**src/rtl/mii_cc_pkg.sv**
```systemverilog
package mii_cc_pkg;

   typedef enum logic [1:0] {
      HB_IDLE  = 2'd0,
      HB_WAIT  = 2'd1,
      HB_PULSE = 2'd2
   } hb_state_t;

   function automatic int max_of(input int a, input int b);
      return (a > b) ? a : b;
   endfunction

endpackage

```
**src/rtl/cc_carrier.sv**
```systemverilog
module cc_carrier (
   input  logic clk,
   input  logic rst_n,
   input  logic tx_active,
   input  logic rx_active,
   input  logic full_duplex,
   output logic crs
);

   logic crs_next;

   // Full duplex: only the receive side counts as carrier.
   always_comb begin
      if (full_duplex) crs_next = rx_active;
      else             crs_next = tx_active | rx_active;
   end

   always_ff @(posedge clk or negedge rst_n) begin
      if (!rst_n) crs <= 1'b0;
      else        crs <= crs_next;
   end

endmodule

```
**src/rtl/cc_collision.sv**
```systemverilog
module cc_collision #(
   parameter int QUAL_BITS = 7
) (
   input  logic clk,
   input  logic rst_n,
   input  logic bit_tick,
   input  logic tx_active,
   input  logic rx_active,
   input  logic speed_100,
   input  logic full_duplex,
   output logic coll_col
);

   localparam int           CW   = $clog2(QUAL_BITS + 1);
   localparam logic [CW-1:0] QMAX = CW'(QUAL_BITS);
   localparam logic [CW-1:0] QLST = CW'(QUAL_BITS - 1);

   logic          tx_d, rx_d, coll_d, held;
   logic [CW-1:0] cnt;
   logic          coll_now, onset, tx_origin, qual_ok;

   assign coll_now  = ~full_duplex & tx_active & rx_active;
   assign onset     = coll_now & ~coll_d;
   // Transmit was already running alone before receive joined, at 10 Mb/s.
   assign tx_origin = tx_d & ~rx_d & ~speed_100;

   always_comb begin
      if (onset)      qual_ok = ~tx_origin;
      else if (!held) qual_ok = 1'b1;
      else            qual_ok = (cnt == QMAX) || (bit_tick && cnt == QLST);
   end

   always_ff @(posedge clk or negedge rst_n) begin
      if (!rst_n) begin
         tx_d     <= 1'b0;
         rx_d     <= 1'b0;
         coll_d   <= 1'b0;
         held     <= 1'b0;
         cnt      <= '0;
         coll_col <= 1'b0;
      end else begin
         tx_d     <= tx_active;
         rx_d     <= rx_active;
         coll_d   <= coll_now;
         coll_col <= coll_now & qual_ok;
         if (!coll_now) begin
            held <= 1'b0;
            cnt  <= '0;
         end else if (onset) begin
            held <= tx_origin;
            cnt  <= '0;
         end else if (held && bit_tick && cnt != QMAX) begin
            cnt <= cnt + 1'b1;
         end
      end
   end

endmodule

```
**src/rtl/cc_heartbeat.sv**
```systemverilog
module cc_heartbeat
   import mii_cc_pkg::*;
#(
   parameter int DELAY_TICKS = 10,
   parameter int PULSE_TICKS = 10
) (
   input  logic clk,
   input  logic rst_n,
   input  logic bit_tick,
   input  logic tx_active,
   input  logic speed_100,
   input  logic full_duplex,
   input  logic hb_enable,
   output logic sqe
);

   localparam int            SPAN = max_of(DELAY_TICKS, PULSE_TICKS);
   localparam int            CW   = $clog2(SPAN + 1);
   localparam logic [CW-1:0] DLST = CW'(DELAY_TICKS - 1);
   localparam logic [CW-1:0] PLST = CW'(PULSE_TICKS - 1);

   hb_state_t     state;
   logic [CW-1:0] cnt;
   logic          tx_d, allowed, tx_end;

   assign allowed = hb_enable & ~speed_100 & ~full_duplex;
   assign tx_end  = tx_d & ~tx_active;
   assign sqe     = (state == HB_PULSE);

   always_ff @(posedge clk or negedge rst_n) begin
      if (!rst_n) begin
         state <= HB_IDLE;
         cnt   <= '0;
         tx_d  <= 1'b0;
      end else begin
         tx_d <= tx_active;
         if (!allowed || tx_active) begin
            state <= HB_IDLE;
            cnt   <= '0;
         end else begin
            case (state)
               HB_IDLE: begin
                  if (tx_end) begin
                     state <= HB_WAIT;
                     cnt   <= '0;
                  end
               end
               HB_WAIT: begin
                  if (bit_tick) begin
                     if (cnt == DLST) begin
                        state <= HB_PULSE;
                        cnt   <= '0;
                     end else begin
                        cnt <= cnt + 1'b1;
                     end
                  end
               end
               HB_PULSE: begin
                  if (bit_tick) begin
                     if (cnt == PLST) begin
                        state <= HB_IDLE;
                        cnt   <= '0;
                     end else begin
                        cnt <= cnt + 1'b1;
                     end
                  end
               end
               default: begin
                  state <= HB_IDLE;
                  cnt   <= '0;
               end
            endcase
         end
      end
   end

endmodule

```
**src/rtl/mii_col_crs.sv**
```systemverilog
module mii_col_crs #(
   parameter int QUAL_BITS   = 7,
   parameter int HB_DELAY    = 10,
   parameter int HB_LEN      = 10,
   parameter bit HB_PRESENT  = 1'b1
) (
   input  logic clk,
   input  logic rst_n,
   input  logic bit_tick,
   input  logic tx_active,
   input  logic rx_active,
   input  logic speed_100,
   input  logic full_duplex,
   input  logic hb_enable,
   output logic col,
   output logic crs
);

   initial begin
      assert (QUAL_BITS >= 1) else $error("QUAL_BITS must be at least 1");
      assert (HB_DELAY >= 1)  else $error("HB_DELAY must be at least 1");
      assert (HB_LEN >= 1)    else $error("HB_LEN must be at least 1");
   end

   logic coll_col, sqe;

   cc_carrier u_carrier (
      .clk         (clk),
      .rst_n       (rst_n),
      .tx_active   (tx_active),
      .rx_active   (rx_active),
      .full_duplex (full_duplex),
      .crs         (crs)
   );

   cc_collision #(.QUAL_BITS(QUAL_BITS)) u_collision (
      .clk         (clk),
      .rst_n       (rst_n),
      .bit_tick    (bit_tick),
      .tx_active   (tx_active),
      .rx_active   (rx_active),
      .speed_100   (speed_100),
      .full_duplex (full_duplex),
      .coll_col    (coll_col)
   );

   generate
      if (HB_PRESENT) begin : g_hb
         cc_heartbeat #(.DELAY_TICKS(HB_DELAY), .PULSE_TICKS(HB_LEN)) u_hb (
            .clk         (clk),
            .rst_n       (rst_n),
            .bit_tick    (bit_tick),
            .tx_active   (tx_active),
            .speed_100   (speed_100),
            .full_duplex (full_duplex),
            .hb_enable   (hb_enable),
            .sqe         (sqe)
         );
      end else begin : g_no_hb
         logic unused_hb;
         assign unused_hb = hb_enable;
         assign sqe       = 1'b0;
      end
   endgenerate

   assign col = coll_col | sqe;

endmodule

```
**config.mk**
```make
export PLATFORM = sky130hd
export DESIGN_NAME = mii_col_crs
export DESIGN_NICKNAME = d
export VERILOG_FILES = /design/src/rtl/mii_cc_pkg.sv /design/src/rtl/cc_carrier.sv /design/src/rtl/cc_collision.sv /design/src/rtl/cc_heartbeat.sv /design/src/rtl/mii_col_crs.sv
export SDC_FILE = /design/constraint.sdc
export NUM_CORES = 1
export LEC_CHECK = 0
export ABC_AREA = 1
export BUFFER_PORTS_ARGS = -buffer_cell sky130_fd_sc_hd__buf_4
export CAP_MARGIN = 20
export CORE_MARGIN = 3
export CORE_UTILIZATION = 55
export DETAILED_ROUTE_END_ITERATION = 16
export GPL_ROUTABILITY_DRIVEN = 0
export GPL_TIMING_DRIVEN = 0
export PLACE_DENSITY = 0.76
export SYNTH_ARGS = -nofsm -noshare
export SYNTH_HDL_FRONTEND = slang
export SYNTH_SLANG_ARGS = --single-unit
export TNS_END_PERCENT = 30
```
**constraint.sdc**
```tcl
create_clock -name clk -period 2.1 [get_ports clk]
set_input_delay 0.42 -clock clk [delete_from_list [all_inputs] [get_ports clk]]
set_output_delay 0.42 -clock clk [all_outputs]
set_load 0.05 [all_outputs]
```
==> flow_metrics.env <==
export IMPL_status="finished, final reports clean"
export IMPL_hold_violations=0
export IMPL_final_cells=132
export IMPL_ys_ff_latch=15
export IMPL_grt_max_degree=16
export IMPL_slew_headroom=0.781
export IMPL_clock_sinks=15
export IMPL_yosysTopAreaCell="dfrtp_1"
export IMPL_antenna_left=0
export IMPL_via_count=660
export IMPL_clk_pin_slew_ps=90
export IMPL_drv_slew=0
export IMPL_firstDrtPassIters=4
export IMPL_grt_first_pass_wirelength_um=2560
export IMPL_syn_inst=103
export IMPL_routed_via_density=5.00
export IMPL_crit_fanout=3
export IMPL_wire_per_inst_um=11.2
export IMPL_synth_distinct_cells=23
export IMPL_drt_iter0_markers=4
export IMPL_ys_seq_area_frac=0.432
export IMPL_track_usage=0.181
export IMPL_area_delta_synth_final_pct=14.2
export IMPL_diodes=0
export IMPL_max_freq_mhz=568
export IMPL_port_buffers=9
export IMPL_h_tree_depth=1
export IMPL_nFillCells=102
export IMPL_cts_buffers=3
export IMPL_tightest_slew_ps=326
export IMPL_die_x_um=45.8
export IMPL_die_h_um=45.8
export IMPL_timing_final_crit_share=0.838
export IMPL_clock_skew_ps=2.67
export IMPL_ys_warn_count=0
export IMPL_wl_um=1470
export IMPL_root_buffer="clkbuf_4"
export IMPL_placed_cells=127
export IMPL_final_cell_mix="nand2_1, dfrtp_1, inv_1, nand3_1, buf_4"
export IMPL_fin_util=0.719
export IMPL_setup_viol=0
export IMPL_antenna_found_initial=0
export IMPL_cp_required_ps=1680
export IMPL_rsz0062_at_grt="false"
export IMPL_ys_top_cells_by_area="dfrtp_1, ha_1, nand2_1"
export IMPL_ir_drop_mv=0.376
export IMPL_first_global_vias=649
export IMPL_power_density_mw_per_mm2=520
export IMPL_row_count=13
export IMPL_synthesis_area_um2=870
export IMPL_end_kind="output port"
export IMPL_dp_final_hpwl_um=1170
export IMPL_io_pins=10
export IMPL_ctsResizeCount=0
export IMPL_clock_latency_ps=290
export IMPL_fin_area_um2=993
export IMPL_start_kind="flip-flop"
export IMPL_cts_buffer_depth=2
export IMPL_finalPower_mw=0.516
export IMPL_cp_arrival_ps=1340
export IMPL_overflow=0
export IMPL_final_common_cell="nand2_1"
export IMPL_synth_top_area_share=0.432
export IMPL_nets=134
export IMPL_synth_area_per_cell_um2=8.44
export IMPL_drive_gt1_frac=0.231
export IMPL_initial_core_util=0.629
export IMPL_syn_nets=119
export IMPL_min_path_type="in2reg"
export IMPL_crit_type="reg2out"
export IMPL_cts_tree="done"
export IMPL_die_area_mm2=0.00209
export IMPL_maxCapViolCount=0
export IMPL_core_region_area_mm2=0.00138
export IMPL_p_leak_nw=0.528
export IMPL_dpl_cell_area_um2=956
export IMPL_period_needed_ps=1760
export IMPL_tns_ps=0
export IMPL_drc=0
-- critical path, cell delays in order (launching register included) --
cell and delay (ps):
dfrtp_1 380, inv_1 70, ha_1 200, or2_1 220, buf_4 190
-- timing repair --
action | 4_1_cts | 5_1_grt
hold buffers | 1 | 0
hold endpoints to repair | 15 | 0
buffers inserted | 0 | 0
-- synth_stat cells, drive strengths merged --
cell type   n
nand4       1
nor2       11
ha          8
nand2      23
o21ai       4
dfrtp      15
nand3      11
clkinv      1
inv        18
xor2        3
a21oi       2
o21bai      1
o211a       1
nor3        2
or2         2
-- report_power, final --
group	leakage [nW]	total, mW	internal (mW)	switching, mW
Clock	0.0177	0.167	0.0709	0.0962
Combinational	0.310	0.0535	0.0205	0.0331
Sequential	0.201	0.296	0.294	0.00191
-- registers in the layout, indices dropped and copies added, names as in the netlist --
register and flops:
u_carrier.crs 1, u_collision.cnt 3, g_hb.u_hb.state 2, u_collision.rx_d 1
u_collision.coll_d 1, g_hb.u_hb.tx_d 1, u_collision.held 1, u_collision.coll_col 1
g_hb.u_hb.cnt 4
-- layer usage --
layer | GRT usage | routed length [um] | vias up
li1 | - | - | 349
met1 | 0.224 | 720 | 295
met2 | 0.270 | 652 | 11
met3 | 0.0632 | 64 | 5
met4 | 0.102 | 36 | 0
met5 | 0 | 0 | -
-- metrics by stage --
step | setup slack [ps] | hold WS [ps]
floorplan | 689 | 124
global placement | 667 | 282
detailed placement | 633 | 283
CTS | 332 | 241
global route | 301 | 240
finish | 340 | 247
-- final cells by class --
type	count	area, um2	share of cell area
multi-input combinational	69	423	0.426
timing repair buffer	10	77.6	0.0781
clock buffer	3	22.5	0.0227
inverter	19	71.3	0.0718
tap	15	18.8	0.0189
sequential	15	375	0.378
clock inverter	1	5.00	0.00504
-- worst paths after layout --
path / to / slack [ps] / cells past startpoint / start
max: col / 340 / 4 / g_hb.u_hb.state[0]
min reg2reg: g_hb.u_hb.state[0] / 510 / 2 / g_hb.u_hb.tx_d
max reg2reg: u_collision.cnt[1] / 620 / 5 / u_collision.cnt[0]
min: u_collision.rx_d / 250 / 1 / rx_active
max in group asynchronous: u_collision.cnt[0] / 1410 / 2 / rst_n
min in group asynchronous: g_hb.u_hb.cnt[2] / 520 / 2 / rst_n
-- logic make-up (layout without fill, tap and decap cells) --
group / Yosys count / in the layout / share of synthesized area
DFF: 15 / 15 / 0.432
xor gates and xnor gates: 3 / 3 / 0.0302
adders and majority gates: 8 / 8 / 0.115
buffers and inverters: 19 / 33 / 0.0820
and+or+nand+nor: 50 / 50 / 0.286
AOI/OAI and AO/OA: 8 / 8 / 0.0547
Power figures use the tool's default switching activity.
